$ cat config.mk
export PLATFORM = sky130hd
export DESIGN_NAME = sarMoveTop
export DESIGN_NICKNAME = d
export VERILOG_FILES = /design/src/rtl/sarMovePkg.sv /design/src/rtl/sarRangeCalc.sv /design/src/rtl/sarStepUnit.sv /design/src/rtl/sarMoveDatapath.sv /design/src/rtl/sarMoveControl.sv /design/src/rtl/sarMoveTop.sv
export SDC_FILE = /design/constraint.sdc
export NUM_CORES = 1
export LEC_CHECK = 0
export ABC_AREA = 1
export CORE_UTILIZATION = 45
export CTS_CLUSTER_SIZE = 25
export DETAILED_ROUTE_END_ITERATION = 10
export GPL_ROUTABILITY_DRIVEN = 1
export PLACE_DENSITY = 0.59
export SLEW_MARGIN = 20
export SYNTH_ARGS = -nofsm -noshare
export SYNTH_HDL_FRONTEND = slang
export SYNTH_HIERARCHICAL = 1
export SYNTH_SLANG_ARGS = --single-unit
$ cat constraint.sdc
create_clock -name clk -period 14.5 [get_ports clk]
set_input_delay 2.9 -clock clk [delete_from_list [all_inputs] [get_ports clk]]
set_output_delay 2.9 -clock clk [all_outputs]
set_load 0.01 [all_outputs]
$ cat src/rtl/sarMovePkg.sv
package sarMovePkg;

  typedef enum logic [1:0] {
    SAR_IDLE   = 2'd0,
    SAR_SEARCH = 2'd1,
    SAR_FINISH = 2'd2
  } sarState_e;

  // strobes issued by the sequencer to the datapath
  typedef struct packed {
    logic loadSearch;  // seed working code and first step
    logic doStep;      // apply one signed step and halve it
    logic capture;     // shift results: older <= latest <= working
  } sarStrobe_t;

endpackage

$ cat src/rtl/sarRangeCalc.sv
module sarRangeCalc #(
  parameter int W = 10
) (
  input  logic [W-1:0] latest,
  input  logic [W-1:0] older,
  output logic [W-1:0] firstStep
);
  localparam int LOOP_N = W - 1;

  logic [W:0]   rawDiff;
  logic         nonNeg;
  logic [W-1:0] absDiff;

  // latest - older via adder: latest + ~older + 1, carry out = no borrow
  assign rawDiff = {1'b0, latest} + {1'b0, ~older} + {{W{1'b0}}, 1'b1};
  assign nonNeg  = rawDiff[W];
  assign absDiff = nonNeg ? rawDiff[W-1:0] : (~rawDiff[W-1:0] + {{(W-1){1'b0}}, 1'b1});

  // smallest power of two strictly above absDiff, capped at 2^(W-1)
  always_comb begin
    firstStep = {{(W-1){1'b0}}, 1'b1};
    for (int i = 0; i < LOOP_N; i++) begin
      if (firstStep <= absDiff) firstStep = firstStep << 1;
    end
  end

  always_comb begin
    assert_step_pow2_R5: assert ($countones(firstStep) == 1);
  end

endmodule

$ cat src/rtl/sarStepUnit.sv
module sarStepUnit #(
  parameter int W = 10
) (
  input  logic [W-1:0] code,
  input  logic [W-1:0] step,
  input  logic         goUp,
  output logic [W-1:0] nextCode
);
  localparam logic [W-1:0] TOP = {W{1'b1}};

  logic [W:0]   upSum;
  logic [W-1:0] upCode;
  logic [W-1:0] downCode;

  assign upSum    = {1'b0, code} + {1'b0, step};
  assign upCode   = upSum[W] ? TOP : upSum[W-1:0];
  assign downCode = (code >= step) ? (code - step) : '0;
  assign nextCode = goUp ? upCode : downCode;

endmodule

$ cat src/rtl/sarMoveDatapath.sv
module sarMoveDatapath
  import sarMovePkg::*;
#(
  parameter int W = 10
) (
  input  logic         clk,
  input  logic         rst_n,
  input  sarStrobe_t   strobe,
  input  logic         cmp,
  output logic [W-1:0] workCode,
  output logic [W-1:0] latestResult,
  output logic         lastStep
);
  localparam logic [W-1:0] MID = {1'b1, {(W-1){1'b0}}};
  localparam logic [W-1:0] ONE = {{(W-1){1'b0}}, 1'b1};

  logic [W-1:0] olderResult;
  logic [W-1:0] stepReg;
  logic [W-1:0] firstStep;
  logic [W-1:0] steppedCode;

  sarRangeCalc #(.W(W)) u_range (
    .latest   (latestResult),
    .older    (olderResult),
    .firstStep(firstStep)
  );

  sarStepUnit #(.W(W)) u_step (
    .code    (workCode),
    .step    (stepReg),
    .goUp    (cmp),
    .nextCode(steppedCode)
  );

  assign lastStep = (stepReg == ONE);

  always_ff @(posedge clk or negedge rst_n) begin
    if (!rst_n) begin
      workCode <= MID;
      stepReg  <= '0;
    end else if (strobe.loadSearch) begin
      workCode <= latestResult;
      stepReg  <= firstStep;
    end else if (strobe.doStep) begin
      workCode <= steppedCode;
      stepReg  <= stepReg >> 1;
    end
  end

  always_ff @(posedge clk or negedge rst_n) begin
    if (!rst_n) begin
      latestResult <= MID;
      olderResult  <= MID;
    end else if (strobe.capture) begin
      latestResult <= workCode;
      olderResult  <= latestResult;
    end
  end

  assert_move_up_R3: assert property (@(posedge clk) disable iff (!rst_n)
    (strobe.doStep && cmp) |=> (workCode >= $past(workCode)));

  assert_move_down_R3: assert property (@(posedge clk) disable iff (!rst_n)
    (strobe.doStep && !cmp) |=> (workCode <= $past(workCode)));

  assert_no_wrap_top_R4: assert property (@(posedge clk) disable iff (!rst_n)
    (strobe.doStep && cmp && ($past(workCode) != '0)) |=> (workCode != '0));

  assert_step_halves_R6: assert property (@(posedge clk) disable iff (!rst_n)
    (strobe.doStep && !lastStep) |=> ($countones(stepReg) == 1));

  assert_shift_older_R7: assert property (@(posedge clk) disable iff (!rst_n)
    strobe.capture |=> (olderResult == $past(latestResult)));

endmodule

$ cat src/rtl/sarMoveControl.sv
module sarMoveControl
  import sarMovePkg::*;
(
  input  logic       clk,
  input  logic       rst_n,
  input  logic       start,
  input  logic       lastStep,
  output sarStrobe_t strobe,
  output logic       done
);
  sarState_e state;
  sarState_e stateNext;

  always_comb begin
    strobe    = '0;
    stateNext = state;
    unique case (state)
      SAR_IDLE: begin
        if (start) begin
          strobe.loadSearch = 1'b1;
          stateNext         = SAR_SEARCH;
        end
      end
      SAR_SEARCH: begin
        strobe.doStep = 1'b1;
        if (lastStep) stateNext = SAR_FINISH;
      end
      SAR_FINISH: begin
        strobe.capture = 1'b1;
        stateNext      = SAR_IDLE;
      end
      default: stateNext = SAR_IDLE;
    endcase
  end

  always_ff @(posedge clk or negedge rst_n) begin
    if (!rst_n) begin
      state <= SAR_IDLE;
      done  <= 1'b0;
    end else begin
      state <= stateNext;
      done  <= strobe.capture;
    end
  end

  assert_done_single_R7: assert property (@(posedge clk) disable iff (!rst_n)
    done |=> !done);

  assert_done_in_idle_R7: assert property (@(posedge clk) disable iff (!rst_n)
    done |-> (state == SAR_IDLE));

  assert_busy_no_restart_R8: assert property (@(posedge clk) disable iff (!rst_n)
    (state == SAR_SEARCH && !lastStep) |=> (state == SAR_SEARCH));

endmodule

$ cat src/rtl/sarMoveTop.sv
module sarMoveTop
  import sarMovePkg::*;
#(
  parameter int W = 10
) (
  input  logic         clk,
  input  logic         rst_n,
  input  logic         start,
  input  logic         cmp,
  output logic [W-1:0] dacCode,
  output logic [W-1:0] result,
  output logic         done
);
  sarStrobe_t strobe;
  logic       lastStep;

  sarMoveControl u_ctrl (
    .clk     (clk),
    .rst_n   (rst_n),
    .start   (start),
    .lastStep(lastStep),
    .strobe  (strobe),
    .done    (done)
  );

  sarMoveDatapath #(.W(W)) u_dp (
    .clk         (clk),
    .rst_n       (rst_n),
    .strobe      (strobe),
    .cmp         (cmp),
    .workCode    (dacCode),
    .latestResult(result),
    .lastStep    (lastStep)
  );

  assert_done_result_R7: assert property (@(posedge clk) disable iff (!rst_n)
    done |-> (result == $past(dacCode)));

endmodule

==> results.md, run 1 <==
* Root Buffer: clkbuf_16
* R2R cell count at 90
* Critical Path AT at 13560 ps
* Fillers at 1361
* Top cell by count, worst path: nand2_1
* Crit path capture type: flip-flop
* CTS buffer count at 5
* Post-synth EDFFs at 0
* Final net count at 1045
* Crit share post-route at 92.3%
* GPL Wtd Cong at 0.916
* Via density at 5.15
* Status: complete, no violations
* ANT cells at 0
* Routed wire length at 15.9 mm
* Core ar. at 12800 um^2
* Synthesized area at 6020 um^2
* DP HPWL at 12.5 mm
* Clock period minus final worst setup slack at 13380 ps
* YS warnings at 6
* Max cap viols at 0
* Asr flop ratio synth at 100%
* Largest area contributor in the netlist: nand2_1
* Final hold vios at 0
* Most instantiated cells after synthesis: 269 x nand2_1, 126 x inv_1, 99 x nand3_1
* Routed length per instance at 14.0 um
* Avg Cell Area, Syn at 6.48 um^2
* Synth top area cells: nand2_1 17%, dfrtp_1 17%, ha_1 16%, nand3_1 8.2%, inv_1 7.9%
* Post-route setup TNS at 0 ps
* Pin count of the biggest net entering global routing at 44
* Initial antenna violation count at 0
* Slowest-stage cell, CP: fa_1
* CP required at 14680 ps
* Nature of the critical path startpoint: flip-flop
* Final Max Tran Viols at 0
* Vias in the first global route at 5416
* Htree depth at 2
* Synth Register Bits at 43
* Synth unique cells at 51
* Die Y at 118 um
* Hold WS at 516 ps
* Die width at 118 um
* Core Util, Final at 52.3%
* Worst-Skew Late Latency at 290 ps
* Post-Route Skew at 5.02 ps
* Setup slack, reg-to-reg at 1120 ps
* Top-count cell post-synth: nand2_1
* Share of cells above drive strength 1 at 14.5%
* # rows at 41
* R2R Path End: u_dp/stepReg[1]$_DFFE_PN0P_
* CTS tree: yes
* Slew @ Worst Pin at 947 ps
* Worst r2r src: u_dp/latestResult[0]$_DFFE_PN0P_
* Hold Crit Class: reg -> reg
* Largest fanout on the critical path at 10
* Die area at 13900 um^2
* Clock buffer depth at 2
* Worst hold start: u_dp/olderResult[9]$_DFFE_PN1P_
* Slew headroom at 36.9%
* Synthesized Nets at 1011
* Post-DRT Antenna Nets at 0
* GRT Overall Usage at 23.1%
* Ports at 25
* Total gr overflow at 0
* Initial Utilization at 47.0%
* DRT Pass-1 Iters at 5
* CTS Hold Bufs at 0
* Synthesized instance count at 929
* Via count at 5856
* Area post-placement at 6390 um^2
* Drt initial violations at 310
* Synth Flop Type: dfrtp_1
* DRC at 0
* First-pass GRT wire length at 26.3 mm
* Register area share after synthesis at 17.9%
* # clock sinks at 43
* Clock-pin slew on the worst setup and hold paths at 60 ps
* Synth top area share at 16.8%
* Kind of critical path: reg -> reg
* Hold Path End: u_dp/olderResult[9]$_DFFE_PN1P_
* CP peak stage delay at 560 ps
* Area Growth Syn to Fin at 11.3%
* PortBufs at 24
* Hold Path Stages at 2
* Peak Freq at 74.7 MHz
* Final-report setup violation count at 0
* Cell area after layout at 6700 um^2
-- cell usage in the layout, fill, tap and decap left out, drive strengths merged, types with 3 or more instances in the layout --
master,instances
o21ai,37
nand2,306
a21o,3
a21oi,40
nand3b,4
and2,10
ha,75
nand3,123
buf,23
inv,139
dfstp,3
o21bai,7
nand4,10
clkbuf,7
xor2,11
dfrtp,40
clkinv,4
nor2,77
clkdlybuf4s50,23
fa,3
nor3,3
a31oi,3
-- how the worst max path moves through the flow --
stage	start	endpoint	slack, ps	cells after the start
floorplan	u_dp/latestResult[0]$_DFFE_PN0P_	u_dp/stepReg[1]$_DFFE_PN0P_	1580	92
detailed placement	u_dp/latestResult[0]$_DFFE_PN0P_	u_dp/stepReg[1]$_DFFE_PN0P_	310	91
global route	u_dp/latestResult[0]$_DFFE_PN0P_	u_dp/stepReg[5]$_DFFE_PN0P_	-80	92
global placement	u_dp/latestResult[0]$_DFFE_PN0P_	u_dp/stepReg[1]$_DFFE_PN0P_	630	91
finish	u_dp/latestResult[0]$_DFFE_PN0P_	u_dp/stepReg[1]$_DFFE_PN0P_	1120	90
CTS	u_dp/latestResult[0]$_DFFE_PN0P_	u_dp/stepReg[1]$_DFFE_PN0P_	260	91
-- routing by layer --
| layer | wire, um | GRT usage (%) | vias to the layer above |
|---|---|---|---|
| li1 | - | - | 3053 |
| met1 | 7950 | 33.0 | 2663 |
| met2 | 7100 | 37.3 | 121 |
| met3 | 667 | 2.96 | 19 |
| met4 | 195 | 4.49 | 0 |
| met5 | 0 | 0 | - |
-- per-stage QoR --
stage               instances  setup slack [ps]
global placement         1110               629
detailed placement       1110               312
finish                   1136              1120
CTS                      1118               260
floorplan                 929              1580
global route             1136             -75.9
-- cell type report --
cell class              instances  area [um^2]  share of cell area, %
clock inverters                 1         5.00                 0.0747
clock buffers                   7          133                   1.98
inverters                     144          549                   8.19
well taps                     172          215                   3.21
repair buffers                 46          400                   5.97
multi-input cells             723         4320                   64.5
flip-flops and latches         43         1080                   16.1
-- critical path, delay by kind of cell, from the launching register on --
family	cells	cell delay (ps)
AO/OA/AOI/OAI	22	3050
buffers and inverters	14	1650
flip-flops	1	370
AND/OR/NAND/NOR	43	4700
adder cells (fa/ha/maj)	11	3520
-- sequential cells by signal (all words and copies together), names as in the netlist --
signal,flops
u_ctrl/done,1
u_dp/stepReg,10
u_dp/latestResult,10
u_dp/workCode,10
u_dp/olderResult,10
u_ctrl/state,2
-- cells by family (layout without fill, tap and decap cells) --
family	after synthesis	after routing	share of synthesized area, %
simple gates	536	536	43.0
buf+inv	164	198	11.1
compound gates	96	97	9.60
fa+ha+maj	78	78	16.6
flops	43	43	17.9
xor+xnor	12	12	1.87
-- repair_timing --
item | CTS | global route
endpoints found under the hold margin | 0 | 0
gates resized for setup | 0 | 10
setup endpoints to repair | 0 | 10
buffers inserted | 0 | 17
Power of run 1 is left out: the tool's default activity adds up to more than one toggle a clock period on the data nets, which glitch-free logic cannot reach.
==> run 2, diff against run 1 <==
TNS_END_PERCENT = 50   (was not set)
==> results of run 2 <==
Final layout, timing and power as in run 1 (identical DEF).
Power of run 2 is left out for the same reason.
==> run 3, diff against run 2 <==
CORE_ASPECT_RATIO = 1.75   (was not set)
==> run 3 against run 2 <==
Wire length is 5.9% higher. Critical path depth stayed put. Sequential share of layout area hardly changed. Non-clock buffer count is 2 lower. Register-to-register slack better by 170 ps. Fmax is 1.3% higher. Cell count is 0.26% lower. Worst setup slack better by 170 ps. Count of clock-buffer cells in the layout stayed put. Global-route usage is 2.6 points higher. Sequential cell count stayed put. Hold slack worse by 21 ps. Critical endpoint is now u_dp/stepReg[6]$_DFFE_PN0P_.
==> results.md, run 3 (synthesized netlist as in run 1, its figures left out) <==
* Area of the multi-input gates at 4310 um^2
* Post-DRT Antenna Nets at 0
* R2R Path End: u_dp/stepReg[6]$_DFFE_PN0P_
* Crit path capture type: flip-flop
* GPL Wtd Cong at 0.912
* First-pass GRT wire length at 27.3 mm
* Worst setup path startpoint: u_dp/latestResult[0]$_DFFE_PN0P_
* Nature of the critical path startpoint: flip-flop
* Post-Route Skew at 5.59 ps
* DRT Pass-1 Iters at 5
* CP required at 14720 ps
* DRC at 0
* Hold Crit Class: reg -> reg
* Setup slack, reg-to-reg at 1280 ps
* Via count at 5827
* Critical Path AT at 13430 ps
* Die Y at 155 um
* Ports at 25
* Final Max Tran Viols at 0
* Root Buffer: clkbuf_16
* GRT Overall Usage at 25.8%
* ANT cells at 0
* R2R cell count at 90
* Slew headroom at 48.2%
* RSZ-0062 raised after global routing: false
* Final hold vios at 0
* Storage element area at 1080 um^2
* Status: complete, no violations
* Crit share post-route at 91.1%
* Post-route setup TNS at 0 ps
* Largest fanout on the critical path at 10
* Pin count of the biggest net entering global routing at 44
* Initial antenna violation count at 0
* Final-report setup violation count at 0
* Worst r2r src: u_dp/latestResult[0]$_DFFE_PN0P_
* CP peak stage delay at 510 ps
* Routed wire length at 16.9 mm
* # clock sinks at 43
* Final net count at 1043
* Routed length per instance at 14.9 um
* Total gr overflow at 0
* Top cell by count, worst path: nand2_1
* # rows at 55
* CTS tree: yes
* Drt initial violations at 272
* Area Growth Syn to Fin at 11.0%
* Most frequent cells in the layout: 268 x nand2_1, 124 x inv_1, 99 x nand3_1
* Max cap viols at 0
* Vias in the first global route at 5760
* Core ar. at 13000 um^2
* Die width at 89.5 um
* Hold WS at 495 ps
* CTS buffer count at 5
* Share of cells above drive strength 1 at 14.4%
* Slowest-stage cell, CP: or4_1
* Peak Freq at 75.7 MHz
* Fillers at 1380
* Kind of critical path: reg -> reg
* Worst-Skew Late Latency at 290 ps
* Most common cell after layout, fill and taps aside: nand2_1
* Layout Cells excl Fill at 1133
* Clock-pin slew on the worst setup and hold paths at 60 ps
* DP Cell Count at 1110
* Hold Path Stages at 2
* CP endpoint: u_dp/stepReg[6]$_DFFE_PN0P_
* Clock buffer depth at 2
* Slew @ Worst Pin at 776 ps
* Initial Utilization at 46.3%
* Clock period minus final worst setup slack at 13220 ps
* PortBufs at 24
* Via density at 5.14
* Die area at 13900 um^2
* Htree depth at 2
* DP HPWL at 13.8 mm
==> run 3: worst min path at each step <==
stage                                    start                              end
4_1_cts        u_dp/olderResult[9]$_DFFE_PN1P_  u_dp/olderResult[9]$_DFFE_PN1P_
2_1_floorplan  u_dp/olderResult[9]$_DFFE_PN1P_  u_dp/olderResult[9]$_DFFE_PN1P_
3_5_place_dp   u_dp/olderResult[9]$_DFFE_PN1P_  u_dp/olderResult[9]$_DFFE_PN1P_
3_3_place_gp   u_dp/olderResult[9]$_DFFE_PN1P_  u_dp/olderResult[9]$_DFFE_PN1P_
5_1_grt        u_dp/olderResult[9]$_DFFE_PN1P_  u_dp/olderResult[9]$_DFFE_PN1P_
6_report       u_dp/olderResult[9]$_DFFE_PN1P_  u_dp/olderResult[9]$_DFFE_PN1P_
==> run 3: cell type report <==
cell class              instances  share of cell area (%)
clock buffers                   7                    1.98
clock inverters                 1                  0.0749
inverters                     144                    8.27
multi-input cells             722                    64.4
flip-flops and latches         43                    16.1
well taps                     171                    3.20
repair buffers                 44                    5.80
repair inverters                1                  0.0749
==> run 3: routing by layer <==
| layer | vias to the layer above | routed length [um] | part of all wire (%) | track usage (%) |
|---|---|---|---|---|
| li1 | 3030 | - | - | - |
| met1 | 2659 | 6110 | 36 | 24.6 |
| met2 | 85 | 9490 | 56 | 49.9 |
| met3 | 53 | 249 | 1.5 | 2.18 |
| met4 | 0 | 1010 | 6.0 | 16.6 |
| met5 | - | 0 | 0 | 0 |
==> run 3: critical path: cells and delay by family, from the launching register on <==
family	cells	cell delay [ps]
compound gates	19	2660
fa+ha+maj	10	3000
buf+inv	16	1810
flops	1	360
simple gates	45	5270
==> run 3: timing repair <==
action,4_1_cts,5_1_grt
hold buffers,0,0
setup buffers,0,14
hold endpoints to repair,0,0
gates resized for setup,0,12
endpoints found under the setup margin,0,10
==> run 3: through the flow <==
stage	instance area [um^2]	worst slack, ps	util, %
3_3_place_gp	6400	816	49.2
4_1_cts	6530	486	50.2
2_1_floorplan	6020	1580	-
3_5_place_dp	6400	557	49.2
6_report	6690	1280	51.4
5_1_grt	6690	11.4	51.4
Power of run 3 is left out for the same reason.
